File: src/rtl/conv_serial_port.sv
module conv_serial_port #(
  parameter int DATA_W      = 16,
  parameter int CONV_CYCLES = 20
) (
  input  logic              clk,
  input  logic              rst_n,
  input  logic              convert_i,
  input  logic              select_i,
  input  logic              sclk_i,
  input  logic [DATA_W-1:0] result_i,
  output logic              sdata_o,
  output logic              sdata_oe_o
);

  localparam int CNT_W = (DATA_W > 1) ? $clog2(DATA_W) : 1;
  localparam int TMR_W = $clog2(CONV_CYCLES + 1);

  logic              cnv_q, sel_q, sck_q;
  logic              cs_mode, done, active;
  logic [TMR_W-1:0]  tmr;
  logic [CNT_W-1:0]  bitcnt;
  logic [DATA_W-1:0] shreg;

  wire cnv_rise = convert_i & ~cnv_q;
  wire sel_fall = sel_q & ~select_i;
  wire sel_rise = ~sel_q & select_i;
  wire sck_fall = sck_q & ~sclk_i;
  wire drive    = active & convert_i & ~select_i;

  always_ff @(posedge clk) begin
    if (!rst_n) begin
      cnv_q <= 1'b1;
      sel_q <= 1'b0;
      sck_q <= 1'b0;
    end else begin
      cnv_q <= convert_i;
      sel_q <= select_i;
      sck_q <= sclk_i;
    end
  end

  always_ff @(posedge clk) begin
    if (!rst_n) begin
      cs_mode <= 1'b0;
      done    <= 1'b0;
      tmr     <= '0;
    end else if (cnv_rise) begin
      cs_mode <= select_i;
      done    <= 1'b0;
      tmr     <= TMR_W'(CONV_CYCLES);
    end else if (tmr != '0) begin
      tmr <= tmr - 1'b1;
      if (tmr == TMR_W'(1)) done <= 1'b1;
    end
  end

  always_ff @(posedge clk) begin
    if (!rst_n) begin
      active <= 1'b0;
      bitcnt <= '0;
      shreg  <= '0;
    end else if (cnv_rise || !convert_i || sel_rise) begin
      active <= 1'b0;
    end else if (sel_fall && cs_mode && done) begin
      active <= 1'b1;
      bitcnt <= '0;
      shreg  <= result_i;
    end else if (active && sck_fall) begin
      if (bitcnt == CNT_W'(DATA_W - 1)) begin
        active <= 1'b0;
      end else begin
        bitcnt <= bitcnt + 1'b1;
        shreg  <= shreg << 1;
      end
    end
  end

  assign sdata_oe_o = drive | (~convert_i & ~select_i);
  assign sdata_o    = drive & shreg[DATA_W-1];

endmodule

File: config.mk
export PLATFORM = sky130hd
export DESIGN_NAME = conv_serial_port
export DESIGN_NICKNAME = d
export VERILOG_FILES = /design/src/rtl/conv_serial_port.sv
export SDC_FILE = /design/constraint.sdc
export NUM_CORES = 1
export LEC_CHECK = 0
export BUFFER_PORTS_ARGS = -buffer_cell sky130_fd_sc_hd__buf_4
export CORE_MARGIN = 4
export CORE_UTILIZATION = 40
export DETAILED_ROUTE_END_ITERATION = 8
export GPL_TIMING_DRIVEN = 0
export PLACE_DENSITY = 0.63
export SKIP_LAST_GASP = 1
export SLEW_MARGIN = 40
export SYNTH_ARGS = -nofsm -noshare
export SYNTH_HDL_FRONTEND = slang
export SYNTH_SLANG_ARGS = --single-unit
File: constraint.sdc
create_clock -name clk -period 1.45 [get_ports clk]
set_clock_uncertainty 0.05 [all_clocks]
set_input_delay 0.29 -clock clk [delete_from_list [all_inputs] [get_ports clk]]
set_output_delay 0.29 -clock clk [all_outputs]
set_load 0.1 [all_outputs]
==> run metrics <==
Initial Utilization=41.5%; # Max-Cap Violations=0; Synth area leaders=dfxtp_1 (41%), mux2i_1 (10%), nand2b_1 (8.2%); failing checks=negative setup slack; placed cells=237; core footprint=0.00369 mm²; XOR/XNOR Fraction of Synth Area=1.14%; Gate Count Post-Synth=167; Hold WS=0.166 ns; distinct cell type count after synthesis=38; Layout Utilization=56.6%; Remaining Overflow, GRT=0; Vias=1,330; post-place setup slack=-0.181 ns; Crit Path Max Fanout=5; Max VDD drop=0.000576 V; clock insertion delay at the later pin of the skew report=0.28 ns; gpl congestion=0.758; Worst-Margin Slew=0.469 ns; cts hold-fix bufs=0; RSZ-0062 raised after global routing=true; Post-Synth Simple-Gate Area=24.3%; CP Data Required Time=1.59 ns; DP HPWL=2.39 mm; Die Y=69.9 µm; final instance area=0.00209 mm²; nets=232; largest net degree at the start of global routing=11; Critical Path Start Type=flip-flop; Die X-Extent=69.9 µm; Pwr Density=990 mW/mm²; status=complete, but fails checks; Mapped Avg Cell Area=9.17 µm²; minimum clock period=1.45 ns; antenna cell count=0; Post-Syn Nets=191; die area=0.00488 mm²; Worst Hold Class=primary input to flip-flop; DR iter-0 viols=98; CTS sink cnt=31; GRT Total Usage=15.0%; PortBufs=22; period utilization=100%; Yosys top cell by area=dfxtp_1; CTS tree=done; CP endpoint kind=flip-flop; number of global-route vias before repair=1,380; Final Setup Violations=1; first-pass GRT wire length=5.93 mm; Layout Cells excl Fill=257; Post-Route WL=3.49 mm; I/O pins=23; Clock Tree Root=clkbuf_8; setup tns final=-0.00125 ns; leakage power=0.949 nW; Clock Pin Slew Worst Setup and Hold Paths=0.07 ns; Synth Area in Compound Gates=15.5%; drt first pass iters=4; FP Rows=22; Ys Warns=0; sequential cell area fraction in the yosys report=40.5%; WL per Instance=13.6 µm; Slew headroom=68.7%; Setup WS post-layout=-0.00125 ns; final hold viol count=0; Fmax achieved=689 MHz; Setup CP Type=flip-flop to flip-flop; CTS buffer count=5; post-synth top area share=40.5%; initial antenna violation count=0; Residual DRC=0; crit path DAT=1.60 ns; Pwr Total=2.07 mW; depth of the CTS H-tree=2; Syn-to-layout area delta=36.4%; Routed Antenna Nets=0; share of cells above drive strength 1=32.5%; clock buffer depth=2; Vias/cell=5.18; largest family of logic cells by synthesized area=simple AND/OR/NAND/NOR gates; Area after DPL=0.00179 mm²; #FFs+latches synth=31; Netlist Area Pre-Place=0.00153 mm²; mux cell area share after synthesis=11.2%; max-slew violations=0; Post-Synth Adder-Cell Area=2.45%
## synth_stat cells (all sizes together)
cell / n
xor2: 1
a21oi: 6
o211ai: 16
and2: 2
buf: 4
nand2: 18
xnor2: 1
a31oi: 1
mux2i: 16
nand2b: 20
clkbuf: 5
mux2: 1
o31ai: 1
o21a: 1
o21ai: 3
a32o: 1
a21o: 1
nand3: 4
and3: 2
inv: 4
a211oi: 1
ha: 3
dfxtp: 31
nand3b: 1
nand4: 1
nor2: 6
nor2b: 4
a21boi: 2
or2: 1
or4: 1
nand4b: 1
or3: 2
nor3: 3
and4b: 1
and4: 1
## state kept, by name, indices dropped and copies added (netlist names)
signal	count
shreg	16
tmr	5
bitcnt	4
active	1
cnv_q	1
cs_mode	1
done	1
sck_q	1
sel_q	1
## routing by layer
metal / vias to the layer above / wire (µm) / track usage [%] / share of wire, %
met5: - / 0 / 0 / 0
met4: 0 / 28 / 4.89 / 0.80
met3: 4 / 150 / 5.04 / 4.3
met2: 29 / 1800 / 25.5 / 52
met1: 622 / 1510 / 17.7 / 43
li1: 675 / - / - / -
## worst max-delay path, stage by stage (launching register included)
cell and delay, ns:
dfxtp_2 0.36, ha_4 0.16, nand3_4 0.08, nor2b_4 0.16
a21oi_4 0.20, buf_6 0.16, mux2i_1 0.20
## logic make-up after synthesis
| family | count (synthesis) |
|---|---|
| buffers and inverters | 13 |
| AND/OR/NAND/NOR | 68 |
| multiplexers | 17 |
| AO/OA/AOI/OAI | 33 |
| XOR/XNOR | 2 |
| adder cells (fa/ha/maj) | 3 |
| flip-flops | 31 |
## area by class of cell
class	count	area, µm²
repair buffers	36	324
fillers	343	1600
flip-flops and latches	31	629
inverters	4	15.0
well taps	48	60.1
clock buffers	8	100
plain buffers	7	46.3
multi-input cells	123	913
## path summary, 6_finish.rpt
| check | cells past startpoint | slack [ns] | end | start |
|---|---|---|---|---|
| setup / recovery | 6 | -0.001 | shreg[9] | bitcnt[0] |
| hold / removal | 2 | 0.17 | sck_q | sclk_i |
| setup reg to reg | 6 | -0.001 | shreg[9] | bitcnt[0] |
| hold reg to reg | 2 | 0.41 | shreg[7] | shreg[7] |
## power breakdown
part / total (mW) / internal (mW) / leakage (nW) / switching (mW)
combinational: 0.375 / 0.174 / 0.644 / 0.201
sequential: 0.958 / 0.908 / 0.254 / 0.0491
clock: 0.735 / 0.433 / 0.0515 / 0.302
## layout by cell type (no fill, tap or decap), types with 3 or more instances in the layout
cell type and instances:
dfxtp_2 7, nor2_1 6, nor2b_1 3, dfxtp_1 24, nor3_1 3, clkbuf_8 7
buf_6 6, mux2i_1 16, buf_4 27, clkbuf_1 5, nand2b_1 19, o211ai_1 16
inv_1 4, nand2_1 18
## timing repair
action,in CTS,in global routing
endpoints found under the hold margin,0,0
cloned,1,2
endpoints found under the setup margin,15,22
resized for setup,11,24
pin swaps,2,8
buffers inserted,9,3
Note: power is estimated with default switching activity, not from simulation.
